**config.mk**
```make
export PLATFORM = sky130hd
export DESIGN_NAME = iopg_word_mover
export DESIGN_NICKNAME = d
export VERILOG_FILES = /design/src/rtl/iopg_mover_pkg.sv /design/src/rtl/iopg_mover_ctrl.sv /design/src/rtl/iopg_mover_addr.sv /design/src/rtl/iopg_mover_data.sv /design/src/rtl/iopg_word_mover.sv
export SDC_FILE = /design/constraint.sdc
export NUM_CORES = 1
export LEC_CHECK = 0
export BUFFER_PORTS_ARGS = -buffer_cell sky130_fd_sc_hd__buf_2
export CORE_ASPECT_RATIO = 0.6
export CORE_UTILIZATION = 40
export DETAILED_ROUTE_END_ITERATION = 8
export GPL_TIMING_DRIVEN = 0
export PLACE_DENSITY = 0.71
export SLEW_MARGIN = 20
export SYNTH_ARGS = -nofsm -noshare
export SYNTH_HDL_FRONTEND = slang
export SYNTH_SLANG_ARGS = --single-unit
```
**constraint.sdc**
```tcl
create_clock -name clk -period 4.35 [get_ports clk]
set_input_delay 0.87 -clock clk [delete_from_list [all_inputs] [get_ports clk]]
set_output_delay 0.87 -clock clk [all_outputs]
set_load 0.02 [all_outputs]
```
**src/rtl/iopg_mover_pkg.sv**
```systemverilog
package iopg_mover_pkg;

  localparam int MV_AW = 16;
  localparam int MV_DW = 8;
  localparam int MV_BYTES = 2;

  typedef logic [MV_AW-1:0] mv_addr_t;
  typedef logic [MV_DW-1:0] mv_byte_t;

  typedef enum logic [2:0] {
    MV_IDLE  = 3'd0,
    MV_RD_LO = 3'd1,
    MV_RD_HI = 3'd2,
    MV_WR_LO = 3'd3,
    MV_WR_HI = 3'd4,
    MV_FIN   = 3'd5
  } mv_state_e;

  typedef enum logic {
    MV_TO_IO   = 1'b0,
    MV_FROM_IO = 1'b1
  } mv_dir_e;

  // Page-zero address of byte 'hi' of the word; wraps within the page.
  function automatic mv_addr_t zp_byte_addr(input mv_byte_t zp, input logic hi);
    mv_byte_t low_part;
    low_part = zp + {{(MV_DW-1){1'b0}}, hi};
    return {{(MV_AW-MV_DW){1'b0}}, low_part};
  endfunction

  // IO-page address of byte 'hi': base + index + hi, modulo 2**MV_AW.
  function automatic mv_addr_t io_byte_addr(input mv_addr_t base, input mv_byte_t idx,
                                            input logic hi);
    return base + {{(MV_AW-MV_DW){1'b0}}, idx} + {{(MV_AW-1){1'b0}}, hi};
  endfunction

  function automatic logic st_is_read(input mv_state_e s);
    return (s == MV_RD_LO) || (s == MV_RD_HI);
  endfunction

  function automatic logic st_is_write(input mv_state_e s);
    return (s == MV_WR_LO) || (s == MV_WR_HI);
  endfunction

  function automatic logic st_is_high(input mv_state_e s);
    return (s == MV_RD_HI) || (s == MV_WR_HI);
  endfunction

endpackage

```
**src/rtl/iopg_mover_ctrl.sv**
```systemverilog
module iopg_mover_ctrl
  import iopg_mover_pkg::*;
#(
  parameter mv_byte_t OPC_TO_IO   = 8'h44,
  parameter mv_byte_t OPC_FROM_IO = 8'h54
) (
  input  logic      clk,
  input  logic      rst_n,
  input  logic      start_i,
  input  mv_byte_t  opcode_i,
  output mv_state_e state_o,
  output mv_dir_e   dir_o,
  output logic      accept_o
);

  mv_state_e state_q, state_d;
  mv_dir_e   dir_q;
  logic      opc_known;

  assign opc_known = (opcode_i == OPC_TO_IO) || (opcode_i == OPC_FROM_IO);
  assign accept_o  = start_i && opc_known && (state_q == MV_IDLE);

  always_comb begin
    state_d = state_q;
    unique case (state_q)
      MV_IDLE:  if (accept_o) state_d = MV_RD_LO;
      MV_RD_LO: state_d = MV_RD_HI;
      MV_RD_HI: state_d = MV_WR_LO;
      MV_WR_LO: state_d = MV_WR_HI;
      MV_WR_HI: state_d = MV_FIN;
      MV_FIN:   state_d = MV_IDLE;
      default:  state_d = MV_IDLE;
    endcase
  end

  always_ff @(posedge clk) begin
    if (!rst_n) begin
      state_q <= MV_IDLE;
      dir_q   <= MV_TO_IO;
    end else begin
      state_q <= state_d;
      if (accept_o) dir_q <= (opcode_i == OPC_FROM_IO) ? MV_FROM_IO : MV_TO_IO;
    end
  end

  assign state_o = state_q;
  assign dir_o   = dir_q;

endmodule

```
**src/rtl/iopg_mover_addr.sv**
```systemverilog
module iopg_mover_addr
  import iopg_mover_pkg::*;
#(
  parameter mv_addr_t IO_BASE = 16'hFF00
) (
  input  logic      clk,
  input  logic      rst_n,
  input  logic      accept_i,
  input  mv_byte_t  zp_i,
  input  mv_byte_t  y_i,
  input  mv_state_e state_i,
  input  mv_dir_e   dir_i,
  output mv_addr_t  addr_o
);

  mv_byte_t zp_q, y_q;
  mv_addr_t src_addr, dst_addr;
  logic     hi_sel;

  always_ff @(posedge clk) begin
    if (!rst_n) begin
      zp_q <= '0;
      y_q  <= '0;
    end else if (accept_i) begin
      zp_q <= zp_i;
      y_q  <= y_i;
    end
  end

  assign hi_sel = st_is_high(state_i);

  always_comb begin
    if (dir_i == MV_TO_IO) begin
      src_addr = zp_byte_addr(zp_q, hi_sel);
      dst_addr = io_byte_addr(IO_BASE, y_q, hi_sel);
    end else begin
      src_addr = io_byte_addr(IO_BASE, y_q, hi_sel);
      dst_addr = zp_byte_addr(zp_q, hi_sel);
    end
  end

  always_comb begin
    if (st_is_read(state_i))       addr_o = src_addr;
    else if (st_is_write(state_i)) addr_o = dst_addr;
    else                           addr_o = '0;
  end

endmodule

```
**src/rtl/iopg_mover_data.sv**
```systemverilog
module iopg_mover_data
  import iopg_mover_pkg::*;
(
  input  logic      clk,
  input  logic      rst_n,
  input  mv_state_e state_i,
  input  mv_byte_t  rdata_i,
  output mv_byte_t  wdata_o
);

  mv_byte_t held_q [MV_BYTES];

  for (genvar b = 0; b < MV_BYTES; b++) begin : g_byte
    localparam mv_state_e RD_ST = (b == 0) ? MV_RD_LO : MV_RD_HI;
    always_ff @(posedge clk) begin
      if (!rst_n)                held_q[b] <= '0;
      else if (state_i == RD_ST) held_q[b] <= rdata_i;
    end
  end

  always_comb begin
    unique case (state_i)
      MV_WR_LO: wdata_o = held_q[0];
      MV_WR_HI: wdata_o = held_q[1];
      default:  wdata_o = '0;
    endcase
  end

endmodule

```
**src/rtl/iopg_word_mover.sv**
```systemverilog
module iopg_word_mover #(
  parameter logic [15:0] IO_BASE     = 16'hFF00,
  parameter logic [7:0]  OPC_TO_IO   = 8'h44,
  parameter logic [7:0]  OPC_FROM_IO = 8'h54
) (
  input  logic        clk,
  input  logic        rst_n,
  input  logic        start_i,
  input  logic [7:0]  opcode_i,
  input  logic [7:0]  zp_i,
  input  logic [7:0]  y_i,
  output logic [15:0] bus_addr_o,
  output logic        bus_rd_o,
  output logic        bus_wr_o,
  output logic [7:0]  bus_wdata_o,
  input  logic [7:0]  bus_rdata_i,
  output logic        irq_inhibit_o,
  output logic        done_o
);
  import iopg_mover_pkg::*;

  mv_state_e state_w;
  mv_dir_e   dir_w;
  logic      accept_w;
  logic      busy_w;

  iopg_mover_ctrl #(
    .OPC_TO_IO  (OPC_TO_IO),
    .OPC_FROM_IO(OPC_FROM_IO)
  ) u_ctrl (
    .clk     (clk),
    .rst_n   (rst_n),
    .start_i (start_i),
    .opcode_i(opcode_i),
    .state_o (state_w),
    .dir_o   (dir_w),
    .accept_o(accept_w)
  );

  iopg_mover_addr #(
    .IO_BASE(IO_BASE)
  ) u_addr (
    .clk     (clk),
    .rst_n   (rst_n),
    .accept_i(accept_w),
    .zp_i    (zp_i),
    .y_i     (y_i),
    .state_i (state_w),
    .dir_i   (dir_w),
    .addr_o  (bus_addr_o)
  );

  iopg_mover_data u_data (
    .clk    (clk),
    .rst_n  (rst_n),
    .state_i(state_w),
    .rdata_i(bus_rdata_i),
    .wdata_o(bus_wdata_o)
  );

  assign busy_w        = (state_w != MV_IDLE);
  assign bus_rd_o      = st_is_read(state_w);
  assign bus_wr_o      = st_is_write(state_w);
  assign done_o        = (state_w == MV_FIN);
  assign irq_inhibit_o = accept_w || busy_w;

endmodule

```
# [Yosys cells after proc, flatten, opt, wreduce, memory -nomap -nowiden]
# Memories as Yosys holds them, arrays and structs flattened.
# Index checks and enable logic that the tools add are counted.
[word_totals] regBits=20 ram_bits=16 output_inout_bits=28 mem_count=1
[memory_table] name="u_data.held_q" depth=2 word_bits=8 rd=2 rd_clocked_by_memory_dff=0 write_ports=2 line_no="iopg_mover_data.sv:11" rtl="mv_byte_t held_q [MV_BYTES];"
[op_classes] addsub=3 eq_ne=8 muxes=17 bitwise_logic=2 reduce_logical=9
[op_table] operator="$mux W16" count=4
[op_table] operator="$add A16 B1 Y16" count=1
[op_table] operator="$eq A8 B7 Y1 const B" count=2
[op_table] operator="$mux W8" count=2
[op_table] operator="$pmux W8 S2" count=1
[op_table] operator="$pmux W3 S5" count=1
[op_table] operator="$add A9 B9 Y10 const A" count=1
[op_table] operator="$add A8 B1 Y8" count=1
[op_table] operator="$mux W1" count=8
[op_table] operator="$eq A3 B2 Y1 const B" count=2
[op_table] operator="$eq A3 B3 Y1 const B" count=2
[op_table] operator="$logic_or A1 B1 Y1" count=5
[op_table] operator="$eq A3 B1 Y1 const B" count=1
[op_table] operator="$logic_not A3 Y1" count=1
[op_table] operator="$mux W3" count=1
[op_table] operator="$reduce_bool A3 Y1" count=1
[op_table] operator="$logic_and A1 B1 Y1" count=2
[op_table] operator="$ne A2 B2 Y1 const B" count=1
[op_table] operator="$or A1 B1 Y1" count=2

# [Longest topological paths before layout]
# Gate-level depths: netlist of the first run.
[depth] word_depth=6 ltp_mapped=9 ltp_nobuf=8

# [Cells and area by module]
# A second synthesis of the first run with hierarchy kept.
[unflattened] cells_unflattened=194 hier_area_um2=2052.0
[by_module_without_submodules] mod="iopg_mover_addr" instances=1 cells_each=118 area_each_um2=1071.0
[by_module_without_submodules] mod="iopg_mover_data" instances=1 cells_each=50 area_each_um2=738.2
[by_module_without_submodules] mod="iopg_mover_ctrl" instances=1 cells_each=19 area_each_um2=195.2
[by_module_without_submodules] mod="iopg_word_mover" instances=1 cells_each=7 area_each_um2=47.5

# [Worst setup path after synthesis of the first run]
# OpenSTA, ideal clock, no wires.
[synth_timing] path_kind="flip-flop to output port" startpoint="register u_ctrl.state_q[1] (netlist: u_ctrl.state_o[1])" endpoint="output port bus_addr_o[4]" t_arrival_ps=1800 required_time_ps=3480 path_slack_ps=1680 path_stages_with_launch=9 cell_sequence="dfxtp_1 -> buf_4 -> xnor2_1 -> nor2_1 -> ha_1 -> ha_1 -> nand3_1 -> xor2_1 -> o22ai_1"
[synth_via] elab_chain_cells=6 word_cells_on_any_way=13 classes_between="2 x add/sub; 4 x eq/ne; 4 x mux; 3 x reduce/logical"
[synth_rtl] item="start: declaration" line_no="iopg_mover_ctrl.sv:16" rtl="mv_state_e state_q, state_d;"
[synth_rtl] item="start signal: assignment" line_no="iopg_mover_ctrl.sv:41" rtl="state_q <= state_d;"
[synth_rtl] item="$eq A3 B2 Y1 / $eq A3 B3 Y1 (equally long branches)" line_no="iopg_mover_pkg.sv:38, iopg_mover_pkg.sv:46, iopg_mover_pkg.sv:42"
[synth_rtl] item="$logic_or A1 B1 Y1" line_no="iopg_mover_pkg.sv:46" rtl="return (s == MV_RD_HI) || (s == MV_WR_HI);"
[synth_rtl] item="$add A16 B1 Y16 / $add A8 B1 Y8 (equally long branches)" line_no="iopg_mover_pkg.sv:34, iopg_mover_pkg.sv:27"
[synth_rtl] item="$mux W16" line_no="iopg_mover_addr.sv:33" rtl="if (dir_i == MV_TO_IO) begin"
[synth_rtl] item="$mux W16" line_no="iopg_mover_addr.sv:44" rtl="else if (st_is_write(state_i)) addr_o = dst_addr;"
[synth_rtl] item="$mux W16 (*)" line_no="iopg_mover_addr.sv:43" rtl="if (st_is_read(state_i)) addr_o = src_addr;"
[synth_rtl] item="end: declaration" line_no="iopg_word_mover.sv:12" rtl="output logic [15:0] bus_addr_o,"
# Every way passes the cells marked *; elsewhere a longest branch is shown, timed or not.

# [Worst setup path after layout of the first run]
# Same ends and word-level chain as after synthesis.

==> results_dict.tcl, run 1 <==
set metrics [dict create \
    syn_nets 238 \
    rsz0062_at_grt "false" \
    cts-resized-gates 0 \
    critical_path.slowest_cell "ha_1" \
    die_w_um 93.6 \
    insertion_delay_ns 0.28 \
    die_h_um 57.0 \
    io_buffers 62 \
    synth-adder-area-share 0.0372 \
    place_congestion 0.830 \
    slew_violations 0 \
    drt-pass1-iter-count 4 \
    ys_ff_latch 36 \
    synth_area_leaders "edfxtp_1 (24%), dfxtp_1 (20%), mux2i_1 (8.9%)" \
    muxShareOfSynthArea 0.0894 \
    place_hpwl_mm 3.41 \
    clock_skew_ns 0.00435 \
    via_per_inst 5.02 \
    netlist.area_leader.share 0.238 \
    yosysWarnings 0 \
    synth_xor_area_frac 0.0565 \
    cts_tree "built" \
    switching_share 0.206 \
    max_clock_freq_mhz 316 \
    setup-violations-final 0 \
    yosysSeqAreaShare 0.437 \
    status "completed" \
    crit_chain "buf_4 -> xnor2_1 -> nor2_1 -> ha_1 -> ha_1 -> nand3_1 -> xor2_1 -> o22ai_1 -> buf_2" \
    grt_max_degree 12 \
    p_int_w 0.000501 \
    synth-simple-area-share 0.220 \
    grt_pass1_wl_mm 7.18 \
    ioPinCount 63 \
    clockRootBuffer "clkbuf_8" \
    final_common_cell "buf_2" \
    netlist.top_cell.by_area "edfxtp_1" \
    syn_inst 197 \
    crit_fanout 10 \
    worst_slew_pin_slew_ns 0.788 \
    place_inst 322 \
    rows 19 \
    synth_top_family_by_area "simple AND/OR/NAND/NOR gates" \
    critical_path_class "register to output port" \
    cts_buffer_depth 2 \
    p_clk_frac 0.381 \
    p_per_area_nw_per_um2 253 \
    grt_usage 0.179 \
    path_buf_inv 2 \
    synth_area_per_cell_um2 10.2 \
    htree_levels 2 \
    synth_compound_area_frac 0.103 \
    antenna_found_initial 0 \
    slew_headroom 0.471 \
    timing.critical_path.mode_cell "ha_1" \
    areaGrowthSynthToFinish_pct 23.9 \
    cts_buffers 5 \
    grt_pass1_vias 1531 \
    drv_cap 0 \
    antenna_left 0 \
    wire_per_inst_um 13.2 \
    antennaDiodeCount 0 \
    ctsHoldBuffers 0 \
    yosysUniqueCellTypes 37 \
    ir_drop_mv 0.124 \
    grt_remaining_overflow 0 \
    drcViolationCount 0 \
    p_comb_frac 0.049 \
    drive_gt1_frac 0.318 \
    drt-total-wl_mm 4.36 \
    cp.arrival_ns 2.30 \
    hold_viol_final 0 \
    first_iter_violations 77 \
    slowest_delay_ns 0.36 \
    hp-class "register to register" \
    fin_tns_setup_ns 0 \
    dieArea_um2 5340 \
    worst_setup_path_start_kind "register" \
    final_nets 307 \
    layout_common_cells "buf_2 (63), dfxtp_1 (20), and2_1 (18), mux2i_1 (18), nor2b_1 (17)" \
    cts_num_sinks 36 \
    power.leakage_nw 1.19 \
    required_ns 3.48 \
    setup.worst_path.end_class "output port" \
    post_cts_buffers 0 \
    synth_area_um2 2020 \
    start_util 0.428 \
    routed-via-count 1658 \
    fin_crit_ns 3.17 \
    core_area_um2 4710 \
    finalCritPeriodShare 0.728 \
    path_clk_slew_ns 0.07 \
    instances_no_fill 330 \
    pwr-share-seq 0.570 \
    cp_top_family "adder cells" \
    net-switching-power_w 0.000130 \
]
## synth_stat cells
| cell | instances |
|---|---|
| a21oi_1 | 5 |
| a22o_1 | 8 |
| a22oi_2 | 1 |
| a2bb2oi_2 | 1 |
| a31oi_1 | 3 |
| and2_1 | 18 |
| and3_1 | 3 |
| and4_1 | 2 |
| buf_1 | 1 |
| buf_2 | 1 |
| buf_4 | 5 |
| buf_6 | 3 |
| clkbuf_1 | 2 |
| dfxtp_1 | 20 |
| edfxtp_1 | 16 |
| ha_1 | 6 |
| inv_1 | 6 |
| inv_2 | 1 |
| mux2i_1 | 18 |
| nand2_1 | 9 |
| nand2b_1 | 2 |
| nand3_1 | 6 |
| nand3b_1 | 1 |
| nand4_1 | 1 |
| nand4b_1 | 1 |
| nor2_1 | 11 |
| nor2b_1 | 17 |
| nor3_1 | 2 |
| nor3_2 | 1 |
| nor3b_1 | 1 |
| nor4b_2 | 1 |
| o21ai_0 | 2 |
| o22ai_1 | 7 |
| o22ai_2 | 1 |
| or2_1 | 1 |
| xnor2_1 | 7 |
| xor2_1 | 6 |
## flip-flops by register name, indices dropped and copies added, names as in the netlist
signal	cells
u_addr.y_q	8
u_addr.zp_q	8
u_ctrl.dir_o	1
u_ctrl.state_o	3
u_data.held_q	16
## routing by layer
layer / routed length (um) / part of all wire / track usage / vias up
li1: - / - / - / 832
met1: 2190 / 0.50 / 0.262 / 753
met2: 1820 / 0.42 / 0.258 / 68
met3: 295 / 0.068 / 0.0480 / 5
met4: 51 / 0.012 / 0.0549 / 0
met5: 0 / 0 / 0 / -
## worst paths after layout
| path | cells past startpoint | end | start | slack (ns) |
|---|---|---|---|---|
| max | 9 | bus_addr_o[4] | u_ctrl.state_o[1] | 1.18 |
| min | 2 | u_addr.y_q[7] | u_addr.y_q[7] | 0.54 |
| max reg2reg | 3 | u_data.held_q[0][5] | u_ctrl.state_o[1] | 2.66 |
| min reg2reg | 2 | u_addr.y_q[7] | u_addr.y_q[7] | 0.54 |
## logic make-up (layout without fill, tap and decap cells)
group	Yosys count	in the layout
adder cells (fa/ha/maj)	6	6
flip-flops	36	36
multiplexers	18	18
XOR/XNOR	13	13
buffers and inverters	19	89
AO/OA/AOI/OAI	28	28
AND/OR/NAND/NOR	77	77
## through the flow
step / setup WS (ns) / cell area [um^2] / hold slack (ns) / total power (W) / util
after floorplan: 1.68 / 2020 / 0.493 / 0.000378 / -
after global placement: 1.52 / 2400 / 0.515 / 0.000398 / 0.511
after detailed placement: 1.49 / 2400 / 0.538 / 0.000398 / 0.511
after CTS: 1.17 / 2500 / 0.548 / 0.000636 / 0.531
after global routing: 0.985 / 2500 / 0.590 / 0.000657 / 0.531
final: 1.18 / 2500 / 0.545 / 0.000631 / 0.531
## power groups by stage
| stage | clock [W] | combinational, W | sequential [W] |
|---|---|---|---|
| after floorplan | 0 | 0.0000114 | 0.000367 |
| after global placement | 0 | 0.0000309 | 0.000367 |
| after detailed placement | 0 | 0.0000311 | 0.000367 |
| after CTS | 0.000245 | 0.0000314 | 0.000360 |
| after global routing | 0.000263 | 0.0000338 | 0.000360 |
| final | 0.000240 | 0.0000310 | 0.000360 |
## worst reg2reg max path, cell delays in order (launching register included)
cell and delay (ns):
dfxtp_1 0.32, buf_4 0.17, nand2b_1 0.19, o21ai_1 0.64
## final cells by class
class                      count  area, um^2
clock buffer                   6        82.6
buffer                        12        87.6
tap                           63        78.8
inverter                       7        26.3
multi-input combinational    142        1020
fill                         450        2210
timing repair buffer          62         310
sequential                    36         881
clock inverter                 2        10.0
No activity file was read; power rests on OpenSTA's default activity.
==> run 2, diff against run 1 <==
--- a/config.mk
+++ b/config.mk
@@ -10,7 +10,7 @@
 export CORE_UTILIZATION = 40
 export DETAILED_ROUTE_END_ITERATION = 8
 export GPL_TIMING_DRIVEN = 0
-export PLACE_DENSITY = 0.71
+export PLACE_DENSITY = 0.74
 export SLEW_MARGIN = 20
 export SYNTH_ARGS = -nofsm -noshare
 export SYNTH_HDL_FRONTEND = slang
==> constraint.sdc (replaced) <==
create_clock -name clk -period 2.9 [get_ports clk]
set_input_delay 0.58 -clock clk [delete_from_list [all_inputs] [get_ports clk]]
set_output_delay 0.58 -clock clk [all_outputs]
set_load 0.02 [all_outputs]
==> run 2 against run 1 <==
Die area stayed put. Critical path type unchanged. Largest cell class unchanged. Sequential power is 50% higher. Largest power group unchanged. Clock-buffer cell count shrank 1.
==> results_dict.tcl, run 2 (synthesis results as in run 1) <==
set metrics [dict create \
    top_regs "u_data.held_q: 16 flops, u_addr.y_q: 8 flops, u_addr.zp_q: 8 flops" \
    slew_violations 0 \
    worst_slew_pin_slew_ns 0.764 \
    fillers 445 \
    cts_tree "built" \
    top_layer_used "met4" \
    required_ns 2.32 \
    antenna_left 0 \
    areaGrowthSynthToFinish_pct 25.8 \
    die_h_um 57.0 \
    p_comb_frac 0.051 \
    grt_usage 0.184 \
    rows 19 \
    worst_setup_path_start_kind "register" \
    p_per_area_nw_per_um2 366 \
    largest-register "u_data.held_q" \
    wire_per_inst_um 13.8 \
    first_iter_violations 61 \
    cts_num_sinks 36 \
    crit_fanout 9 \
    path_clk_slew_ns 0.07 \
    pwr-share-seq 0.581 \
    switching_share 0.219 \
    antenna_found_initial 0 \
    drv_cap 0 \
    die_w_um 93.6 \
    wl_met2_mm 1.94 \
    clockRootBuffer "clkbuf_8" \
    hold_ws_ns 0.539 \
    slew_headroom 0.487 \
    p_int_w 0.000725 \
    drcViolationCount 0 \
    grt_max_degree 12 \
    max_clock_freq_mhz 359 \
    multiInputGateArea_um2 1040 \
    core_area_um2 4710 \
    drive_gt1_frac 0.337 \
    status "completed" \
    grt_pass1_vias 1546 \
    via_per_inst 4.95 \
    layout_common_cells "buf_2 (62), dfxtp_1 (20), and2_1 (18), mux2i_1 (18), nor2b_1 (17)" \
    ioPinCount 63 \
    cts_buffers 5 \
    setup-violations-final 0 \
    ir_drop_mv 0.197 \
    grt_pass1_wl_mm 7.26 \
    m1WireLength_mm 2.27 \
    htree_levels 2 \
    start_util 0.428 \
    crit_chain "buf_4 -> xnor2_1 -> nor2_2 -> ha_2 -> ha_2 -> nand3_1 -> nor2_1 -> xnor2_1 -> o22ai_1 -> buf_4" \
    slowest_delay_ns 0.30 \
    fin_crit_ns 2.78 \
    route.met3.wl_um 344 \
    cts_buffer_depth 2 \
    final_common_cell "buf_2" \
    insertion_delay_ns 0.29 \
    hold_viol_final 0 \
    drt-total-wl_mm 4.60 \
    place_hpwl_mm 3.45 \
    p_clk_frac 0.368 \
    cp.arrival_ns 2.20 \
    grt_remaining_overflow 0 \
    clock_skew_ns 0.00542 \
    setup.worst_path.end_class "output port" \
    hp-class "input port to register" \
    seqCellArea_um2 881 \
    drt-pass1-iter-count 5 \
    path_buf_inv 2 \
    finalCritPeriodShare 0.960 \
    cp_top_family "simple AND/OR/NAND/NOR gates" \
    io_buffers 62 \
    ctsHoldBuffers 0 \
    final_nets 310 \
    power.leakage_nw 1.19 \
    rsz0062_at_grt "false" \
    antennaDiodeCount 0 \
    net-switching-power_w 0.000203 \
    largest_register_ffs 16 \
    routed-via-count 1649 \
    critical_path_class "register to output port" \
    fin_tns_setup_ns 0 \
    place_congestion 0.845 \
    critical_path.slowest_cell "dfxtp_1" \
    dieArea_um2 5340 \
    preCtsSetupSlack_ns 0.336 \
    setup_slack_ns 0.117 \
]
## run 2: worst min-delay path: cells and delay by family
kind / cells / cell delay, ns
simple gates: 1 / 0.09
mux: 1 / 0.05
buf+inv: 1 / 0.07
## run 2: final cells by class
| class | count | area share |
|---|---|---|
| Tap cell | 63 | 0.0311 |
| Buffer | 12 | 0.0360 |
| Clock inverter | 3 | 0.00543 |
| Timing Repair Buffer | 65 | 0.132 |
| Clock buffer | 5 | 0.0271 |
| Inverter | 7 | 0.0104 |
| Multi-Input combinational cell | 142 | 0.410 |
| Sequential cell | 36 | 0.347 |
## run 2: routing by layer
metal | GRT usage | vias up
met5 | 0 | -
met2 | 0.266 | 59
met4 | 0.0462 | 0
met3 | 0.0667 | 5
met1 | 0.261 | 750
li1 | - | 835
## run 2: through the flow
stage	util	instance area (um^2)	power, W	std cells
finish	0.539	2540	0.000928	333
global route	0.539	2540	0.000972	333
CTS	0.528	2490	0.000934	330
detailed placement	0.511	2400	0.000598	322
global placement	0.511	2400	0.000596	322
floorplan	-	2020	0.000567	197
## run 2: worst paths after layout
kind	start	endpoint	slack, ns	cells after the start
worst min-delay path	y_i[7]	u_addr.y_q[7]	0.54	3
worst min register to register	u_addr.zp_q[7]	u_addr.zp_q[7]	0.54	2
worst max-delay path	u_ctrl.state_o[2]	bus_addr_o[6]	0.12	10
worst max register to register	u_ctrl.state_o[1]	u_data.held_q[0][7]	1.15	4
## run 2: power groups by stage
stage / Combinational [W] / Sequential, W / Clock [W]
global route: 0.0000525 / 0.000540 / 0.000380
finish: 0.0000473 / 0.000539 / 0.000341
detailed placement: 0.0000467 / 0.000551 / 0
floorplan: 0.0000170 / 0.000550 / 0
global placement: 0.0000458 / 0.000551 / 0
CTS: 0.0000472 / 0.000540 / 0.000348
## run 2: repair_timing
item / CTS / global route
resized for setup: 0 / 7
setup buffers: 0 / 3
setup endpoints to repair: 0 / 3
